## src/rtl/fsk_demod_pkg.sv

```systemverilog
package fsk_demod_pkg;

  // Rational sine approximation over one half period, mirrored for the other half.
  function automatic int sine_entry(int idx, int depth, int amp);
    int half;
    int u;
    int p;
    int den;
    int mag;
    half = depth / 2;
    u    = idx % half;
    p    = u * (half - u);
    den  = 5 * half * half - 4 * p;
    mag  = (16 * amp * p + den / 2) / den;
    return (idx < half) ? mag : -mag;
  endfunction

endpackage

```

## src/rtl/fsk_nco_mixer.sv

```systemverilog
module fsk_nco_mixer #(
  parameter int          SMP_W   = 12,
  parameter int          PHASE_W = 24,
  parameter int          LUT_AW  = 8,
  parameter int          LUT_DW  = 12,
  parameter int unsigned INC0    = 4060086,
  parameter int unsigned INC1    = 6291456,
  localparam int         PROD_W  = SMP_W + LUT_DW
) (
  input  logic                     clk_i,
  input  logic                     rst_ni,
  input  logic                     flush_i,
  input  logic                     sel_i,
  input  logic                     vld_i,
  input  logic signed [SMP_W-1:0]  smp_i,
  output logic                     vld_o,
  output logic signed [PROD_W-1:0] prod_o
);
  localparam int DEPTH = 1 << LUT_AW;
  localparam int AMP   = (1 << (LUT_DW - 1)) - 1;

  logic signed [LUT_DW-1:0] lut [DEPTH];

  for (genvar g = 0; g < DEPTH; g++) begin : g_lut
    assign lut[g] = LUT_DW'(fsk_demod_pkg::sine_entry(g, DEPTH, AMP));
  end

  logic [PHASE_W-1:0]       phase_q;
  logic [PHASE_W-1:0]       inc;
  logic signed [LUT_DW-1:0] carrier;
  logic                     vld_q;
  logic signed [PROD_W-1:0] prod_q;

  assign inc     = sel_i ? PHASE_W'(INC1) : PHASE_W'(INC0);
  assign carrier = lut[phase_q[PHASE_W-1 -: LUT_AW]];

  always_ff @(posedge clk_i or negedge rst_ni) begin
    if (!rst_ni) begin
      phase_q <= '0;
      vld_q   <= 1'b0;
      prod_q  <= '0;
    end else if (flush_i) begin
      phase_q <= '0;
      vld_q   <= 1'b0;
      prod_q  <= '0;
    end else begin
      vld_q <= vld_i;
      if (vld_i) begin
        prod_q  <= smp_i * carrier;
        phase_q <= phase_q + inc;
      end
    end
  end

  assign vld_o  = vld_q;
  assign prod_o = prod_q;

  p_phase_idle_r10: assert property (@(posedge clk_i) disable iff (!rst_ni)
    (!vld_i && !flush_i) |=> $stable(phase_q));

endmodule

```

## src/rtl/fsk_loop_lpf.sv

```systemverilog
module fsk_loop_lpf #(
  parameter int W     = 24,
  parameter int SHIFT = 5
) (
  input  logic                clk_i,
  input  logic                rst_ni,
  input  logic                flush_i,
  input  logic                vld_i,
  input  logic signed [W-1:0] x_i,
  output logic                vld_o,
  output logic signed [W-1:0] y_o
);
  // One guard bit so the difference never wraps.
  logic signed [W:0] y_q;
  logic signed [W:0] diff;
  logic signed [W:0] step;
  logic              vld_q;

  assign diff = {x_i[W-1], x_i} - y_q;
  assign step = diff >>> SHIFT;

  always_ff @(posedge clk_i or negedge rst_ni) begin
    if (!rst_ni) begin
      y_q   <= '0;
      vld_q <= 1'b0;
    end else if (flush_i) begin
      y_q   <= '0;
      vld_q <= 1'b0;
    end else begin
      vld_q <= vld_i;
      if (vld_i) y_q <= y_q + step;
    end
  end

  assign vld_o = vld_q;
  assign y_o   = y_q[W-1:0];

  p_no_overflow_r3: assert property (@(posedge clk_i) disable iff (!rst_ni)
    y_q[W] == y_q[W-1]);

  p_state_idle_r10: assert property (@(posedge clk_i) disable iff (!rst_ni)
    (!vld_i && !flush_i) |=> $stable(y_q));

endmodule

```

## src/rtl/fsk_avg.sv

```systemverilog
module fsk_avg #(
  parameter int W    = 24,
  parameter int TAPS = 16
) (
  input  logic                clk_i,
  input  logic                rst_ni,
  input  logic                flush_i,
  input  logic                vld_i,
  input  logic signed [W-1:0] x_i,
  output logic                vld_o,
  output logic signed [W-1:0] lvl_o
);
  localparam int SH    = $clog2(TAPS);
  localparam int SUM_W = W + SH;
  localparam int CNT_W = $clog2(TAPS + 1);

  logic signed [W-1:0]     hist [TAPS];
  logic signed [SUM_W-1:0] sum_q;
  logic signed [SUM_W-1:0] sum_d;
  logic [CNT_W-1:0]        fill_q;
  logic                    vld_q;

  assign sum_d = sum_q + {{SH{x_i[W-1]}}, x_i}
                       - {{SH{hist[TAPS-1][W-1]}}, hist[TAPS-1]};

  always_ff @(posedge clk_i or negedge rst_ni) begin
    if (!rst_ni) begin
      hist[0] <= '0;
    end else if (flush_i) begin
      hist[0] <= '0;
    end else if (vld_i) begin
      hist[0] <= x_i;
    end
  end

  for (genvar g = 1; g < TAPS; g++) begin : g_hist
    always_ff @(posedge clk_i or negedge rst_ni) begin
      if (!rst_ni) begin
        hist[g] <= '0;
      end else if (flush_i) begin
        hist[g] <= '0;
      end else if (vld_i) begin
        hist[g] <= hist[g-1];
      end
    end
  end

  always_ff @(posedge clk_i or negedge rst_ni) begin
    if (!rst_ni) begin
      sum_q  <= '0;
      fill_q <= '0;
      vld_q  <= 1'b0;
    end else if (flush_i) begin
      sum_q  <= '0;
      fill_q <= '0;
      vld_q  <= 1'b0;
    end else begin
      vld_q <= vld_i && (fill_q >= CNT_W'(TAPS - 1));
      if (vld_i) begin
        sum_q <= sum_d;
        if (fill_q != CNT_W'(TAPS)) fill_q <= fill_q + 1'b1;
      end
    end
  end

  assign vld_o = vld_q;
  assign lvl_o = sum_q[SUM_W-1:SH];

  p_full_window_r7: assert property (@(posedge clk_i) disable iff (!rst_ni)
    vld_q |-> (fill_q == CNT_W'(TAPS)));

  p_sum_idle_r4: assert property (@(posedge clk_i) disable iff (!rst_ni)
    (!vld_i && !flush_i) |=> $stable(sum_q));

endmodule

```

## src/rtl/fsk_demod.sv

```systemverilog
module fsk_demod #(
  parameter int          SMP_W   = 12,
  parameter int          PHASE_W = 24,
  parameter int          LUT_AW  = 8,
  parameter int          LUT_DW  = 12,
  parameter int unsigned INC0    = 4060086,
  parameter int unsigned INC1    = 6291456,
  parameter int          LF_SH   = 5,
  parameter int          TAPS    = 16,
  localparam int         PROD_W  = SMP_W + LUT_DW
) (
  input  logic                     clk_i,
  input  logic                     rst_ni,
  input  logic                     smp_valid_i,
  input  logic signed [SMP_W-1:0]  smp_data_i,
  input  logic                     carrier_sel_i,
  input  logic signed [PROD_W-1:0] thresh_i,
  output logic                     bit_valid_o,
  output logic                     bit_o
);
  logic                     sel_q;
  logic                     flush;
  logic                     mix_vld;
  logic signed [PROD_W-1:0] mix_prod;
  logic                     lf_vld;
  logic signed [PROD_W-1:0] lf_y;
  logic                     avg_vld;
  logic signed [PROD_W-1:0] avg_lvl;
  logic                     bit_vld_q;
  logic                     bit_q;

  assign flush = carrier_sel_i != sel_q;

  always_ff @(posedge clk_i or negedge rst_ni) begin
    if (!rst_ni) sel_q <= 1'b0;
    else         sel_q <= carrier_sel_i;
  end

  fsk_nco_mixer #(
    .SMP_W  (SMP_W),
    .PHASE_W(PHASE_W),
    .LUT_AW (LUT_AW),
    .LUT_DW (LUT_DW),
    .INC0   (INC0),
    .INC1   (INC1)
  ) i_mix (
    .clk_i  (clk_i),
    .rst_ni (rst_ni),
    .flush_i(flush),
    .sel_i  (sel_q),
    .vld_i  (smp_valid_i),
    .smp_i  (smp_data_i),
    .vld_o  (mix_vld),
    .prod_o (mix_prod)
  );

  fsk_loop_lpf #(
    .W    (PROD_W),
    .SHIFT(LF_SH)
  ) i_lpf (
    .clk_i  (clk_i),
    .rst_ni (rst_ni),
    .flush_i(flush),
    .vld_i  (mix_vld),
    .x_i    (mix_prod),
    .vld_o  (lf_vld),
    .y_o    (lf_y)
  );

  fsk_avg #(
    .W   (PROD_W),
    .TAPS(TAPS)
  ) i_avg (
    .clk_i  (clk_i),
    .rst_ni (rst_ni),
    .flush_i(flush),
    .vld_i  (lf_vld),
    .x_i    (lf_y),
    .vld_o  (avg_vld),
    .lvl_o  (avg_lvl)
  );

  // Space tone gives the larger level, so the comparison is inverted.
  always_ff @(posedge clk_i or negedge rst_ni) begin
    if (!rst_ni) begin
      bit_vld_q <= 1'b0;
      bit_q     <= 1'b0;
    end else if (flush) begin
      bit_vld_q <= 1'b0;
    end else begin
      bit_vld_q <= avg_vld;
      if (avg_vld) bit_q <= !(avg_lvl > thresh_i);
    end
  end

  assign bit_valid_o = bit_vld_q;
  assign bit_o       = bit_q;

  p_latency_r6: assert property (@(posedge clk_i) disable iff (!rst_ni)
    bit_valid_o |-> $past(smp_valid_i, 4));

  p_restart_quiet_r8: assert property (@(posedge clk_i) disable iff (!rst_ni)
    flush |=> (!bit_valid_o ##1 !bit_valid_o ##1 !bit_valid_o ##1 !bit_valid_o));

endmodule

```

## config.mk

```make
export PLATFORM = sky130hd
export DESIGN_NAME = fsk_demod
export DESIGN_NICKNAME = d
export VERILOG_FILES = /design/src/rtl/fsk_demod_pkg.sv /design/src/rtl/fsk_nco_mixer.sv /design/src/rtl/fsk_loop_lpf.sv /design/src/rtl/fsk_avg.sv /design/src/rtl/fsk_demod.sv
export SDC_FILE = /design/constraint.sdc
export NUM_CORES = 1
export LEC_CHECK = 0
export BUFFER_PORTS_ARGS = -buffer_cell sky130_fd_sc_hd__buf_2
export CORE_UTILIZATION = 65
export CTS_CLUSTER_DIAMETER = 100
export CTS_CLUSTER_SIZE = 25
export DETAILED_ROUTE_END_ITERATION = 7
export PLACE_DENSITY = 0.88
export SYNTH_ARGS = -nofsm -noshare
export SYNTH_HDL_FRONTEND = slang
export SYNTH_SLANG_ARGS = --single-unit
```

## constraint.sdc

```tcl
create_clock -name clk_i -period 22.5 [get_ports clk_i]
set_input_delay 6.75 -clock clk_i [delete_from_list [all_inputs] [get_ports clk_i]]
set_output_delay 6.75 -clock clk_i [all_outputs]
set_load 0.05 [all_outputs]
```

==> qor.txt, run 1 <==
data arrival at the endpoint of the critical path: 11.93 ns
commonest register cell after synthesis: dfrtp_1
share of the clock period used by the worst path: 51.0%
Setup TNS Final: 0 ns
worst clock skew: 0.0246 ns
Site Rows: 83
post-synthesis net count: 3,982
final period demand of the worst path: 11.48 ns
IO Pins: 42
terminus of the critical flop-to-flop path: i_mix.prod_o[20]
post-DR wirelength/cell: 17.9 µm
initial core utilization: 66.1%
number of distinct standard cells referenced by the synthesized netlist: 88
worst endpoint required time: 22.95 ns
die outline area: 0.0533 mm²
worst-skew pair later-pin latency: 0.57 ns
kind of critical path: input pin to flop
R2R cell count: 28
FFs w/ async S/R, synth: 100%
P&R area growth vs syn: 2.86%
Hold Path Sink: bit_o
clock edge transition at the registers on the reported setup and hold paths: 0.11 ns
vias in the first global route: 24,700
fillers: 3,909
worst slew margin relative to its limit: 18.4%
Netlist Area Pre-Place: 0.0340 mm²
post-route DRC violation count: 0
Post-layout nets: 3,861
slew at the pin closest to its max-slew limit: 1.22 ns
proportion of layout cells with a drive suffix above 1: 3.72%
count of input and output buffers: 41
Worst Hold Launch: bit_o
worst hold-check path type: flop to flop
number of max-cap violations: 0
final WL: 74,300 µm
antenna violations before repair: 1
die width: 231 µm
total clock buffers created by CTS: 23
maximum number of buffers from clock root to sink: 3
DP Wirelength: 52,300 µm
total core area: 0.0515 mm²
critical path startpoint category: input pin
number of setup violations in the final report: 0
critical path peak fanout: 12
post-synthesis register bit count: 495
Synth warnings: 0
wire length of the first global-routing pass: 124,000 µm
register-to-register setup slack: 13.14 ns
DRT iter0 DRCs: 2,553
total area of sequential cells: 0.0124 mm²
global router's overall resource usage: 28.4%
total of cells resized after clock tree synthesis: 0
Root Driver: clkbuf_16
via count normalized by instance count: 6.01
TritonCTS clock tree: built
max-slew violation count: 0
Post-CTS Setup Inserts: 0
crit path capture type: flop
area of the multi-input gates: 0.0194 mm²
floorplan die height: 231 µm
setup repair after global routing missed its margin: no
syn avg cell area: 9.48 µm²
Sink Count: 495
placed instance area: 0.0344 mm²
fraction of the yosys area taken by sequential cells: 36.4%
Non-Filler Cell Area, Final: 0.0350 mm²
Gate Count Post-Synth: 3,590
count of nets left with antenna violations after detail routing: 0
RePlAce Congestion: 0.991
final hold violation count: 0
outcome: complete, no violations
Hold-fix buffers, CTS: 0
Fmax achieved: 87.1 MHz
number of search-and-repair iterations in the first detailed-routing pass: 6
Max H-tree Level: 1
pin count of the biggest net entering global routing: 251
Hold Path Cell Cnt: 1
count of flip-flops with a built-in enable after synthesis: 0
Via Count: 25,000
Reg-to-Reg Start: i_mix.phase_q[16]
Remaining Overflow, GRT: 0
==> cells by family (layout without fill, tap and decap cells) <==
kind of cell	count (synthesis)	after routing	synth area share, %
adder cells (fa/ha/maj)	352	352	16.6
XOR/XNOR	104	104	2.68
other	0	1	0
multiplexers	450	450	13.4
AND/OR/NAND/NOR	1075	1075	13.8
AO/OA/AOI/OAI	544	544	10.3
buffers and inverters	570	450	6.74
flip-flops	495	495	36.4
==> cells in the final DEF (no fill, tap or decap), types with 69 or more instances in the layout <==
cell type and count:
fa_1 168, ha_1 184, a21oi_1 161, mux2i_1 443, nand2_1 212, and2_1 69, inv_1 356, nor2_1 596
o21ai_0 99, dfrtp_1 491
==> sequential cells by signal, indices dropped and copies added (netlist names), 5 cells and up <==
register / count
i_avg.hist: 384
i_mix.prod_o: 24
i_lpf.y_q: 25
i_avg.sum_q: 28
i_mix.phase_q: 23
i_avg.fill_q: 5
==> cell usage after synthesis, drive strengths merged, types with 6 or more instances <==
cell | number | share of area [%]
ha | 184 | 6.8
o31ai | 18 | 0.43
and3 | 13 | 0.24
mux2i | 443 | 13
o21bai | 14 | 0.31
o211ai | 13 | 0.29
nor3 | 33 | 0.49
a21oi | 163 | 2.4
nand2b | 18 | 0.33
nor2b | 25 | 0.46
fa | 168 | 9.9
o21ai | 122 | 1.8
nor2 | 596 | 6.6
nand3b | 6 | 0.13
nand4 | 17 | 0.36
xnor2 | 69 | 1.8
clkbuf | 144 | 1.6
nand2 | 214 | 2.4
dfrtp | 495 | 36
nand3 | 35 | 0.51
a22oi | 6 | 0.13
o21a | 19 | 0.42
or3 | 11 | 0.20
and2 | 69 | 1.3
xor2 | 35 | 0.90
a21boi | 6 | 0.13
inv | 358 | 4.0
o311ai | 7 | 0.18
or2 | 6 | 0.11
buf | 65 | 1.2
a31oi | 19 | 0.35
a21o | 41 | 0.90
a211oi | 44 | 1.0
a311oi | 9 | 0.23
nor4 | 13 | 0.26
o22ai | 11 | 0.20
==> metrics by stage <==
stage	util (%)	std cells	hold WS [ns]	setup slack, ns
floorplan	-	3590	0.456	10.91
global placement	66.8	4124	0.492	10.55
detailed placement	66.8	4124	0.493	10.48
CTS	68.0	4150	0.517	11.08
global route	68.0	4150	0.535	10.74
finish	68.0	4151	0.515	11.02
==> cell type report <==
| cell class | count | share of cell area (%) |
|---|---|---|
| inverters | 361 | 3.89 |
| diodes | 1 | 0.00715 |
| clock buffers | 25 | 1.67 |
| clock inverters | 1 | 0.0214 |
| repair buffers | 63 | 1.23 |
| multi-input cells | 2525 | 55.4 |
| flip-flops and latches | 495 | 35.4 |
| well taps | 680 | 2.43 |
==> critical path, stage by stage <==
cell	delay (ns)
buf_2	0.18
or2_2	0.33
fa_1	0.51
fa_1	0.56
inv_1	0.06
fa_1	0.50
fa_1	0.58
inv_1	0.07
fa_1	0.53
inv_1	0.04
ha_1	0.31
nor2_1	0.16
a21oi_1	0.09
a311oi_1	0.41
o31ai_1	0.17
a21o_1	0.21
nand2_1	0.08
nor2b_1	0.17
xor2_1	0.14
o21ai_0	0.08
==> how the worst max path moves through the flow <==
stage | end | slack [ns] | cells past startpoint | startpoint
2_1_floorplan | i_mix.prod_o[20] | 10.91 | 20 | smp_data_i[3]
3_3_place_gp | i_mix.prod_o[20] | 10.55 | 20 | smp_data_i[0]
3_5_place_dp | i_mix.prod_o[21] | 10.48 | 20 | smp_data_i[0]
4_1_cts | i_mix.prod_o[21] | 11.08 | 20 | smp_data_i[0]
5_1_grt | i_mix.prod_o[20] | 10.74 | 20 | smp_data_i[3]
6_report | i_mix.prod_o[20] | 11.02 | 20 | smp_data_i[0]
==> routing by layer <==
| layer | track usage (%) | share of wire (%) | up-vias |
|---|---|---|---|
| li1 | - | - | 11700 |
| met2 | 46.0 | 47 | 923 |
| met5 | 0 | 0 | - |
| met1 | 39.8 | 43 | 12200 |
| met3 | 3.19 | 6.2 | 173 |
| met4 | 10.3 | 3.7 | 0 |
Power of run 1 is not shown: default switching activity piles up to over one toggle a cycle in this logic, so the estimate is an artifact.
==> run 2: changes to the inputs <==
Clock period 22.5 ns to 11.9 ns, I/O delays scaled along.
==> run 2 against run 1 <==
First-iteration DRC count fell by 7.2%; register-to-register slack got worse by 10 ns; global-route usage rose by 0.29 points; largest cell class unchanged; final area barely moved; sequential share of layout area barely moved; non-clock buffer count rose by 2; worst setup slack got worse by 8.0 ns; clock skew rose by 0.0064 ns; highest routed layer unchanged; critical path type is now flop to flop; hold slack got worse by 0.0035 ns; utilization barely moved; clock-buffer cell count rose by 1.
==> qor.txt, run 2 (synthesis results as in run 1) <==
outcome: complete, no violations
share of the clock period used by the worst path: 74.9%
antenna violations before repair: 0
wire length of the first global-routing pass: 126,000 µm
kind of critical path: flop to flop
Hold-fix buffers, CTS: 0
clock edge transition at the registers on the reported setup and hold paths: 0.11 ns
floorplan die height: 231 µm
DRT iter0 DRCs: 2,368
total of cells resized after clock tree synthesis: 0
Sink Count: 495
vias in the first global route: 24,900
Post-layout nets: 3,863
worst clock skew: 0.0310 ns
worst-case setup margin in the final layout: 2.99 ns
Critical Path Start: i_mix.phase_q[16]
critical path peak fanout: 20
P&R area growth vs syn: 2.90%
ANT cells: 0
count of nets left with antenna violations after detail routing: 0
initial core utilization: 66.1%
DP Wirelength: 53,100 µm
Largest register FFs: 384
largest register by flop count: i_avg.hist
worst endpoint required time: 12.38 ns
Max H-tree Level: 1
max-slew violation count: 0
critical path startpoint category: flop
count of input and output buffers: 41
data arrival at the endpoint of the critical path: 9.39 ns
pin count of the biggest net entering global routing: 184
TritonCTS clock tree: built
Fin Hold WS: 0.512 ns
via count normalized by instance count: 5.99
Setup TNS Final: 0 ns
Reg-to-Reg Start: i_mix.phase_q[16]
post-place setup slack: 3.11 ns
register-to-register setup slack: 2.99 ns
total clock buffers created by CTS: 23
leading cell type in the layout, fill and taps excluded: nor2_1
number of search-and-repair iterations in the first detailed-routing pass: 6
R2R cell count: 26
grt met2 use: 46.4%
final hold violation count: 0
final WL: 74,800 µm
worst-skew pair later-pin latency: 0.58 ns
global-route layer with the greatest usage: met2
maximum number of buffers from clock root to sink: 3
GRT met3 Usage: 2.62%
Hold Path Cell Cnt: 1
setup repair after global routing missed its margin: no
worst hold-check path type: flop to flop
IO Pins: 42
Root Driver: clkbuf_16
met1 track demand over resource in global routing: 40.4%
post-DR wirelength/cell: 18.0 µm
Remaining Overflow, GRT: 0
die width: 231 µm
crit path capture type: flop
number of max-cap violations: 0
Post-CTS Setup Inserts: 0
proportion of layout cells with a drive suffix above 1: 3.80%
Fmax achieved: 112 MHz
global router's overall resource usage: 28.7%
post-route DRC violation count: 0
RePlAce Congestion: 0.986
Site Rows: 83
Via Count: 24,900
number of setup violations in the final report: 0
slew at the pin closest to its max-slew limit: 1.26 ns
die outline area: 0.0533 mm²
Worst Hold Launch: i_avg.vld_o
worst slew margin relative to its limit: 15.9%
final period demand of the worst path: 8.91 ns
Top Registers: i_avg.hist: 384 flops, i_avg.sum_q: 28 flops, i_lpf.y_q: 25 flops
total core area: 0.0515 mm²
commonest non-fill, non-tap cells in the layout: nor2_1 (596), dfrtp_1 (491), mux2i_1 (443), inv_1 (356), nand2_1 (212)
run 2: worst paths after layout:
| kind | endpoint |
|---|---|
| min reg2reg | bit_valid_o |
| max reg2reg | i_mix.prod_o[23] |
| max in group asynchronous | i_lpf.vld_o |
| min | bit_valid_o |
| min in group asynchronous | i_avg.hist[73] |
| max | i_mix.prod_o[23] |
run 2: metal layers:
metal  vias to the layer above  wire length, µm
li1                      11700                -
met1                     12100            32500
met2                       861            34900
met3                       200             4520
met4                         0             2940
met5                         -                0
run 2: final cells by class:
class                           instances  area [µm²]
Fill cell                            3893       16500
Multi-Input combinational cell       2525       19400
Timing Repair Buffer                   65         433
Clock inverter                          2        16.3
Inverter                              361        1360
Clock buffer                           26         587
Sequential cell                       495       12400
Tap cell                              680         851
run 2: through the flow:
| step | utilization (%) | area (µm²) | instances |
|---|---|---|---|
| final | 68.0 | 35000 | 4154 |
| after global routing | 68.0 | 35000 | 4154 |
| after CTS | 68.0 | 35000 | 4154 |
| after detailed placement | 66.8 | 34400 | 4126 |
| after global placement | 66.8 | 34400 | 4126 |
| after floorplan | - | 34000 | 3590 |
run 2: critical path, stage by stage (launching register included):
cell	delay (ns)
dfrtp_1	0.80
inv_1	0.33
ha_1	0.62
and2_1	0.46
o31ai_1	0.13
mux4_2	0.47
nor2_1	0.10
a211oi_1	0.06
a21oi_1	0.95
and2_1	0.28
fa_1	0.44
ha_1	0.35
fa_1	0.51
inv_1	0.05
fa_1	0.48
fa_1	0.55
inv_1	0.04
ha_1	0.32
a21o_1	0.21
a211oi_1	0.33
o21ai_1	0.12
a21oi_1	0.20
o41ai_1	0.15
nand2_1	0.10
a21oi_1	0.08
or4b_1	0.48
a31oi_1	0.17
Power of run 2 is left out for the same reason.
